## src/rtl/iev_pkg.sv

```systemverilog
`timescale 1ns/1ps
package iev_pkg;
    localparam int SMP_W_DEF = 8;
    localparam int N_AXES    = 3;

    localparam logic [1:0] A_CFG = 2'd0;
    localparam logic [1:0] A_THS = 2'd1;
    localparam logic [1:0] A_DUR = 2'd2;
    localparam logic [1:0] A_SRC = 2'd3;

    typedef struct packed {
        logic zh;
        logic zl;
        logic yh;
        logic yl;
        logic xh;
        logic xl;
    } ev_flags_t;

    typedef struct packed {
        logic      aoi;
        logic      six_d;
        ev_flags_t en;
    } cfg_t;

    typedef struct packed {
        logic hi;
        logic lo;
    } axis_ev_t;

    typedef enum logic [1:0] {
        CMB_OR,
        CMB_AND,
        CMB_MOVE,
        CMB_POS
    } cmb_mode_e;

    function automatic cmb_mode_e mode_of(cfg_t c);
        case ({c.six_d, c.aoi})
            2'b00:   return CMB_OR;
            2'b01:   return CMB_AND;
            2'b10:   return CMB_MOVE;
            default: return CMB_POS;
        endcase
    endfunction

    function automatic logic at_most_one(ev_flags_t f);
        logic [5:0] v;
        v = f;
        return (v & (v - 6'd1)) == 6'd0;
    endfunction
endpackage

```

## src/rtl/iev_axis_eval.sv

```systemverilog
`timescale 1ns/1ps
module iev_axis_eval
    import iev_pkg::*;
#(
    parameter int W = SMP_W_DEF
) (
    input  logic signed [W-1:0] smp,
    input  logic [W-2:0]        ths,
    input  logic                directional,
    output axis_ev_t            ev
);
    localparam logic [W-2:0] MAG_MAX = '1;
    localparam logic [W-1:0] ONE     = W'(1);

    logic         neg;
    logic [W-1:0] raw;
    logic [W-1:0] abs_v;
    logic [W-2:0] mag;
    logic         above;

    always_comb begin
        raw   = smp;
        neg   = raw[W-1];
        abs_v = neg ? (~raw + ONE) : raw;
        mag   = abs_v[W-1] ? MAG_MAX : abs_v[W-2:0];
        above = mag > ths;
        if (directional) begin
            ev.hi = above && !neg;
            ev.lo = above && neg;
        end else begin
            ev.hi = above;
            ev.lo = !above;
        end
    end
endmodule

```

## src/rtl/iev_combine.sv

```systemverilog
`timescale 1ns/1ps
module iev_combine
    import iev_pkg::*;
(
    input  ev_flags_t raw,
    input  cfg_t      cfg,
    input  ev_flags_t prev,
    output ev_flags_t masked,
    output logic      cond
);
    always_comb begin
        masked = ev_flags_t'(raw & cfg.en);
        case (mode_of(cfg))
            CMB_OR:   cond = |masked;
            CMB_AND:  cond = (cfg.en != '0) && (masked == cfg.en);
            CMB_MOVE: cond = masked != prev;
            default:  cond = (masked != '0) && at_most_one(masked);
        endcase
    end
endmodule

```

## src/rtl/iev_duration.sv

```systemverilog
`timescale 1ns/1ps
module iev_duration #(
    parameter int CW = 7
) (
    input  logic          clk,
    input  logic          rst,
    input  logic          tick,
    input  logic          cond,
    input  logic [CW-1:0] limit,
    output logic          qual
);
    localparam logic [CW-1:0] CMAX = '1;

    logic [CW-1:0] run_cnt;

    assign qual = cond && (run_cnt >= limit);

    always_ff @(posedge clk) begin
        if (rst) begin
            run_cnt <= '0;
        end else if (tick) begin
            if (!cond)
                run_cnt <= '0;
            else if (run_cnt != CMAX)
                run_cnt <= run_cnt + CW'(1);
        end
    end
endmodule

```

## src/rtl/inertial_irq_gen.sv

```systemverilog
`timescale 1ns/1ps
module inertial_irq_gen
    import iev_pkg::*;
#(
    parameter int SMP_W = SMP_W_DEF
) (
    input  logic                    clk,
    input  logic                    rst,
    input  logic                    smp_valid,
    input  logic signed [SMP_W-1:0] smp_x,
    input  logic signed [SMP_W-1:0] smp_y,
    input  logic signed [SMP_W-1:0] smp_z,
    input  logic                    reg_we,
    input  logic                    reg_re,
    input  logic [1:0]              reg_addr,
    input  logic [SMP_W-1:0]        reg_wdata,
    output logic [SMP_W-1:0]        reg_rdata,
    output logic                    irq
);
    localparam int MAG_W = SMP_W - 1;

    cfg_t             cfg_q;
    logic [MAG_W-1:0] ths_q;
    logic [MAG_W-1:0] dur_q;
    logic             latch_q;
    ev_flags_t        prev_q;
    ev_flags_t        src_q;
    logic             ia_q;

    logic signed [SMP_W-1:0] smp_arr [N_AXES];
    axis_ev_t                ax_ev   [N_AXES];
    logic [2*N_AXES-1:0]     raw_bits;
    ev_flags_t               masked;
    logic                    cond;
    logic                    qual;
    logic                    rd_clr;
    logic                    hold;

    assign smp_arr[0] = smp_x;
    assign smp_arr[1] = smp_y;
    assign smp_arr[2] = smp_z;

    for (genvar i = 0; i < N_AXES; i++) begin : g_axis
        iev_axis_eval #(.W(SMP_W)) u_ax (
            .smp        (smp_arr[i]),
            .ths        (ths_q),
            .directional(cfg_q.six_d),
            .ev         (ax_ev[i])
        );
        assign raw_bits[2*i]   = ax_ev[i].lo;
        assign raw_bits[2*i+1] = ax_ev[i].hi;
    end

    iev_combine u_comb (
        .raw   (ev_flags_t'(raw_bits)),
        .cfg   (cfg_q),
        .prev  (prev_q),
        .masked(masked),
        .cond  (cond)
    );

    iev_duration #(.CW(MAG_W)) u_dur (
        .clk  (clk),
        .rst  (rst),
        .tick (smp_valid),
        .cond (cond),
        .limit(dur_q),
        .qual (qual)
    );

    assign rd_clr = reg_re && (reg_addr == A_SRC);
    assign hold   = latch_q && ia_q && !rd_clr;
    assign irq    = ia_q;

    always_ff @(posedge clk) begin
        if (rst) begin
            cfg_q   <= '0;
            ths_q   <= '0;
            dur_q   <= '0;
            latch_q <= 1'b0;
            prev_q  <= '0;
            src_q   <= '0;
            ia_q    <= 1'b0;
        end else begin
            if (reg_we) begin
                case (reg_addr)
                    A_CFG: cfg_q <= cfg_t'(reg_wdata[7:0]);
                    A_THS: ths_q <= reg_wdata[MAG_W-1:0];
                    A_DUR: begin
                        latch_q <= reg_wdata[SMP_W-1];
                        dur_q   <= reg_wdata[MAG_W-1:0];
                    end
                    default: ;
                endcase
            end
            if (smp_valid)
                prev_q <= masked;
            if (smp_valid && !hold) begin
                ia_q  <= qual;
                src_q <= masked;
            end else if (rd_clr && latch_q) begin
                ia_q  <= 1'b0;
                src_q <= '0;
            end
        end
    end

    always_comb begin
        case (reg_addr)
            A_CFG:   reg_rdata = SMP_W'(cfg_q);
            A_THS:   reg_rdata = {1'b0, ths_q};
            A_DUR:   reg_rdata = {latch_q, dur_q};
            default: reg_rdata = SMP_W'({ia_q, src_q});
        endcase
    end
endmodule

```

## config.mk

```make
export PLATFORM = sky130hd
export DESIGN_NAME = inertial_irq_gen
export DESIGN_NICKNAME = d
export VERILOG_FILES = /design/src/rtl/iev_pkg.sv /design/src/rtl/iev_axis_eval.sv /design/src/rtl/iev_combine.sv /design/src/rtl/iev_duration.sv /design/src/rtl/inertial_irq_gen.sv
export SDC_FILE = /design/constraint.sdc
export NUM_CORES = 1
export LEC_CHECK = 0
export ABC_AREA = 1
export BUFFER_PORTS_ARGS = -buffer_cell sky130_fd_sc_hd__buf_2
export CAP_MARGIN = 20
export CORE_MARGIN = 3
export CORE_UTILIZATION = 45
export CTS_BUF_LIST = sky130_fd_sc_hd__clkbuf_8
export CTS_CLUSTER_SIZE = 30
export DETAILED_ROUTE_END_ITERATION = 12
export PLACE_DENSITY_LB_ADDON = 0.08
export SETUP_SLACK_MARGIN = 0.02
export SLEW_MARGIN = 0
export SYNTH_ARGS = -nofsm -noshare
export SYNTH_HDL_FRONTEND = slang
export SYNTH_HIERARCHICAL = 1
export SYNTH_SLANG_ARGS = --single-unit
```

## constraint.sdc

```tcl
create_clock -name clk -period 3.58 [get_ports clk]
set_input_delay 0.537 -clock clk [delete_from_list [all_inputs] [get_ports clk]]
set_output_delay 0.537 -clock clk [all_outputs]
set_load 0.01 [all_outputs]
```

# After elaboration in Yosys (flattened, before gate mapping)
# Cells that the tools add are included.
# word_totals
wordCells,102
input_bits,39
regBits,43
# classes
n_bitwise,5
n_eq_ne,11
magnitude_cmp,4
mux,18
n_reduce_logical,34
add_sub_neg,5
# ops
op,n
$mux 7,5
$add 8x1->8 const B,3
$mux 8,3
$not 8->8,3
$pmux 8 s3,1
$gt 7x7->1,3
$logic_and 1x1->1,14
$and 6x6->6,2
$mux 6,2
$reduce_bool 6->1,2
$eq 2x2->1 const B,4
$logic_not 1->1,8
$reduce_and 2->1,4
$add 7x1->7 const B,1
$ge 7x7->1,1
$ne 7x7->1 const B,1
$eq 2x1->1 const B,3
$eq 6x6->1,1
$logic_not 2->1,3
$logic_not 6->1,1
$mux 2,3
$ne 6x6->1,1
$pmux 2 s3,1
$reduce_or 6->1,1
5 further kinds,6

# Depth between registers and ports, before layout
# Gate-level depths: netlist of run 1.
# logic_depth
word_depth,15
mapped_depth,30

# By module
# Netlist of run 1, hierarchy kept.
# by_module_without_submodules
module,seq_area_each_um2,cells_per_inst,area_per_inst_um2,instances
inertial_irq_gen,720.7,201,1554.0,1
iev_axis_eval,0.0,75,439.2,3
iev_duration,140.1,99,635.6,1
iev_combine,0.0,80,350.3,1

# Least setup slack after synthesis of run 1
# OpenSTA, ideal clock, no wires.
# synth_timing
path_kind,input-to-reg
start,input port smp_x[0]
end,register u_dur.run_cnt[1]
path_buffers,0
path_stages,26
required_time_ns,3.464
slack_ns,0.442
arrival_time_ns,3.022
cell_sequence,inv_1 > ha_1 > inv_1 > nor3_1 > nor2_1 > nand2_1 > nand3_1 > ha_1 > nand2_1 > nor2_1 > nand2_1 > nand2_1 > nand2_1 > a21oi_1 > nand2_2 > xnor2_1 > nor2_1 > nand2_1 > nand2_1 > nand4_1 > nand2_1 > inv_1 > nand3_4 > nand2_4 > o21ai_0 > nor2_1
# synth_lines
item,line_no,rtl
from (decl),inertial_irq_gen.sv:10,"input logic signed [SMP_W-1:0] smp_x,"
to (signal assigned),iev_duration.sv:25,run_cnt <= run_cnt + CW'(1);
to (decl),iev_duration.sv:14,logic [CW-1:0] run_cnt;

==> flow_summary.toml, run 1 <==
[outcome]
status = "finished clean"

[timing]
tightestPinTransition_ns = 0.743
worst_slew_margin_rel_pct = 50.5
whs_ns = 0.479
fin_crit_sh_pct = 88.2
fin_ws_ns = 0.424
hold_viol_final = 0
setup_viol = 0
period_needed_ns = 3.16
clock.fmax_mhz = 317
fin_setup_tns_ns = 0
drv_slew = 0
rsz0062_at_grt = "no"
finClkSkew_ns = 0.00744

[global_routing]
grt_pass1_vias = 3553
grt-ovfl-total = 0
grt_usage_pct = 20.6
grt_antenna_before_repair = 0
grt_pass1_wl_mm = 16.6
grt_max_degree = 40

[power_and_ir_drop]
leakage_nw = 2.03
power_density_nw_per_um2 = 290
peakVddDrop_mv = 0.212
fin_total_pwr_mw = 1.25

[critical_path]
cp_common_cell = "nand2_1"
crit_buf_inv = 3
r2r_setup_slack_ns = 0.87
start_kind = "primary input"
path_class = "primary input to flip-flop"
crit_family = "simple AND/OR/NAND/NOR gates"
critPathMaxStageDelay_ns = 0.30
worstPathRequired_ns = 3.78
worstPathArrival_ns = 3.36
cp-end-kind = "flip-flop"
crit_slowest_cell = "ha_1"
path_max_fanout = 8

[die]
core_area_um2 = 8260
die_w_um = 98.6
fp.dieH_um = 98.6
start_util_pct = 46.7
io_pins = 48
num_rows = 33
dieArea_um2 = 9720

[synthesis]
syn_inst = 605
synth_area_um2 = 3860
syn_nets = 676
ys_types = 42
synthFlopType = "dfxtp_1"
avgSynthCellArea_um2 = 6.38
synth_warnings = 6
synth_edf_count = 0
async_reset_ff_share_pct = 0
ys_ff_latch = 43
seq_area_frac_synth_pct = 22.3

[clocking]
cts_tree = "built"
htreeDepth = 2
cts_buffer_depth = 2
path_clk_slew_ns = 0.08
root_buffer = "clkbuf_8"
clock-sinks = 43
cts_hold_buffers = 0
cts_buffers = 5
clk_latency_ns = 0.30

[placement]
dpl_worst_slack_ns = 0.00823
place_hpwl_mm = 7.93
place.gp.congestion = 0.935
port_buffers = 47
dpl.cell_count = 749

[detailed_routing]
drc = 0
drt_first_iter_violations = 177
wl_per_cell_um = 13.0
ant_nets = 0
via_per_inst = 5.08
routed_wl_mm = 9.82
firstDrtPassIters = 5
via_count = 3843

[min_path]
min_path_type = "flip-flop to flip-flop"

[finish]
ff_latch_area_um2 = 861
mostFrequentLayoutCells = "nand2_1 (177), inv_1 (97), nand3_1 (57)"
n_antenna_cell = 0
n_fill_cell = 867
multi_input_area_um2 = 2520
drive_gt1_share_pct = 16.4
nets = 722
final_common_cell = "nand2_1"
stdcell_count = 757
syn_to_final_growth_pct = 11.4

[flow_run]
maxCapViolCount = 0
flip-flops by register name, summed over array words and instances, names as in the netlist:
name and cells:
irq 1, u_dur/run_cnt 7, prev_q 6, ths_q 7, latch_q 1, dur_q 7, src_q 6, cfg_q 8
report_power, final:
part | total [mW] | switching (mW) | internal (mW)
logic | 0.339 | 0.209 | 0.131
clock network | 0.394 | 0.184 | 0.210
registers | 0.513 | 0.0211 | 0.492
worst min-delay path, cell delays in order, from the launching register on:
cell and delay, ns:
dfxtp_1 0.33, nand2_1 0.06, a21oi_1 0.05
stage by stage:
| stage | instance area [µm²] | util, % |
|---|---|---|
| finish | 4300 | 52.0 |
| global route | 4300 | 52.0 |
| CTS | 4270 | 51.7 |
| detailed placement | 4160 | 50.3 |
| global placement | 4160 | 50.3 |
| floorplan | 3860 | - |
logic make-up after synthesis:
kind of cell,count (synthesis),share of synthesized area (%)
simple gates,332,41.2
buf+inv,115,12.9
compound gates,76,11.5
flops,43,22.3
fa+ha+maj,32,10.4
xor+xnor,7,1.59
metal layers:
| layer | wire length (µm) | up-vias | GRT usage [%] |
|---|---|---|---|
| met5 | 0 | - | 0 |
| met4 | 121 | 0 | 5.46 |
| met3 | 481 | 11 | 2.97 |
| met2 | 4800 | 74 | 36.8 |
| met1 | 4410 | 1723 | 25.8 |
| li1 | - | 2035 | - |
cells in the mapped netlist, types with 5 or more instances:
cell	n	area [µm²]
dfxtp_1	43	861
xor2_1	6	52.6
nand4_1	6	37.5
o21ai_0	12	60.1
nand2_2	10	62.6
ha_1	32	400
a211oi_1	7	52.6
nand3_1	57	285
buf_6	5	56.3
nor2_1	46	173
inv_1	97	364
o2111ai_1	7	61.3
a21oi_1	42	210
nand2_1	177	664
layout make-up:
type	instances	share of cell area, %
Sequential cell	43	20.0
Timing Repair Buffer	52	6.35
Tap cell	105	3.06
Clock buffer	5	1.60
Inverter	102	9.20
Multi-Input combinational cell	447	58.7
Clock inverter	3	1.08
path summary, 6_finish.rpt:
| kind | from | end | cells after the start |
|---|---|---|---|
| hold reg to reg | prev_q[2] | prev_q[2] | 2 |
| setup reg to reg | ths_q[6] | u_dur/run_cnt[1] | 20 |
| hold / removal | prev_q[2] | prev_q[2] | 2 |
| setup / recovery | smp_x[1] | u_dur/run_cnt[1] | 26 |
repair_timing:
action | in CTS | in global routing
endpoints found under the setup margin | 0 | 8
setup buffers | 0 | 0
gates resized for setup | 0 | 6
Note: power is estimated with default switching activity, not from simulation.
==> run 2, diff against run 1 <==
- clock period: 3.58 -> 3.5 ns (I/O delays scaled with it)
==> run 2 against run 1 <==
  * Total power decreased by 1.3%
  * Via count grew 0.68%
  * Combinational power grew 6.2%
  * Cell area increased by 0.47%
  * Die area is the same
  * Routed wire length up 2.0%
  * Utilization up 0.24 points
  * Clock-buffer cell count increased by 1
  * Worst hold slack better by 0.0026 ns
  * First-iteration DRC count up 10%
==> flow_summary.toml, run 2 (same netlist as run 1, synthesis figures left out) <==
[outcome]
status = "finished clean"

[global_routing]
grt_usage_pct = 21.0
grt-ovfl-total = 0
grt_pass1_wl_mm = 16.8
grt_pass1_vias = 3654
grt_max_degree = 29
grt_antenna_before_repair = 0

[finish]
mostFrequentLayoutCells = "nand2_1 (174), inv_1 (96), nand3_1 (57)"
n_antenna_cell = 0
largest-register = "cfg_q"
largest_reg_flops = 8
nets = 724
final_common_cell = "nand2_1"
stdcell_count = 759
syn_to_final_growth_pct = 11.9
drive_gt1_share_pct = 17.4

[die]
num_rows = 33
die_w_um = 98.6
fp.dieH_um = 98.6
io_pins = 48
dieArea_um2 = 9720
start_util_pct = 46.7
core_area_um2 = 8260

[critical_path]
r2r_setup_slack_ns = 0.76
worstPathArrival_ns = 3.36
crit_path_end = "u_dur/run_cnt[1]"
worstPathRequired_ns = 3.69
path_max_fanout = 8
start_kind = "primary input"
timing.rr.end = "u_dur/run_cnt[1]"
cp-end-kind = "flip-flop"
path_class = "primary input to flip-flop"
startpoint = "smp_x[0]"
rr_startpoint = "ths_q[6]"
r2r_cells = 22

[detailed_routing]
drc = 0
wl_met3_um = 404
wl_per_cell_um = 13.2
wl_met1_mm = 4.45
via_per_inst = 5.10
ant_nets = 0
top_layer = "met4"
dr_wl_met2_mm = 4.99
drt_first_iter_violations = 195
firstDrtPassIters = 4
routed_wl_mm = 10.0
via_count = 3869

[power_and_ir_drop]
peakVddDrop_mv = 0.242
power_density_nw_per_um2 = 285
leakage_nw = 2.03

[placement]
dpl.cell_count = 751
port_buffers = 47
place.gp.congestion = 0.991
place_hpwl_mm = 8.03

[timing]
clock.fmax_mhz = 316
period_needed_ns = 3.16
rsz0062_at_grt = "no"
tightestPinTransition_ns = 0.603
setup_viol = 0
finClkSkew_ns = 0.00637
hold_viol_final = 0
worst_slew_margin_rel_pct = 59.7
drv_slew = 0
fin_crit_sh_pct = 90.4
fin_setup_tns_ns = 0

[clocking]
cts-resized-gates = 0
cts_hold_buffers = 0
root_buffer = "clkbuf_8"
cts_buffer_depth = 2
path_clk_slew_ns = 0.08
cts_setup_buffers = 0
clock-sinks = 43
clk_latency_ns = 0.30
htreeDepth = 2
cts_tree = "built"
cts_buffers = 5

[min_path]
worstHoldStart = "prev_q[3]"
hold_depth = 2
min_path_type = "flip-flop to flip-flop"

[flow_run]
maxCapViolCount = 0
-- run 2: changes by cell type in the layout (fill, tap and decap cells not counted), sizes merged --
cell,before,now
buf,52,54
clkbuf,5,6
bufinv,1,0
inv,102,101
clkinv,1,2
-- run 2: per-stage QoR --
stage	hold slack, ns	power (mW)	util, %	setup slack [ns]	instance area (µm²)
6_report	0.481	1.23	52.3	0.335	4320
5_1_grt	0.503	1.31	52.3	0.0210	4320
4_1_cts	0.483	1.23	51.7	0.253	4270
3_5_place_dp	0.472	0.884	50.5	-0.0681	4170
3_3_place_gp	0.466	0.876	50.5	0.0326	4170
2_1_floorplan	0.447	0.783	-	0.374	3860
-- run 2: worst max-delay path, cell delays in order --
cell and delay, ns:
buf_2 0.09, inv_1 0.06, ha_1 0.21, nand3_1 0.08
nand2_1 0.07, or2_1 0.21, nand3_1 0.07, ha_1 0.24
nand2_1 0.10, inv_1 0.04, a21oi_1 0.17, nand2_1 0.09
nand2_1 0.10, nand2_1 0.06, nand2_1 0.12, nand2_2 0.10
inv_1 0.12, nand2_1 0.07, nand3_1 0.08, nor2_1 0.05
nand2_1 0.06, nand4_1 0.12, nand2_1 0.09, inv_1 0.06
nand3_4 0.10, nand2_4 0.07, o21ai_0 0.17, nor2_1 0.06
-- run 2: final cells by class --
cell class | count | area, µm²
Fill cell | 875 | 3940
Multi-Input combinational cell | 447 | 2540
Sequential cell | 43 | 861
Inverter | 102 | 395
Timing Repair Buffer | 54 | 288
Tap cell | 105 | 131
Clock buffer | 6 | 82.6
Clock inverter | 2 | 16.3
-- run 2: metal layers --
layer / vias to the layer above / global-route usage (%)
li1: 2031 / -
met3: 15 / 2.55
met2: 73 / 38.4
met1: 1750 / 25.4
met5: - / 0
met4: 0 / 6.62
-- run 2: how the worst min path moves through the flow --
stage	slack, ns	to
2_1_floorplan	0.45	u_dur/run_cnt[4]
3_3_place_gp	0.47	prev_q[0]
3_5_place_dp	0.47	u_dur/run_cnt[4]
4_1_cts	0.48	cfg_q[7]
5_1_grt	0.50	cfg_q[7]
6_report	0.48	prev_q[3]
-- run 2: power breakdown --
part	total, mW	switching [mW]	internal (mW)
Clock	0.346	0.185	0.161
Sequential	0.525	0.0218	0.503
Combinational	0.360	0.221	0.139
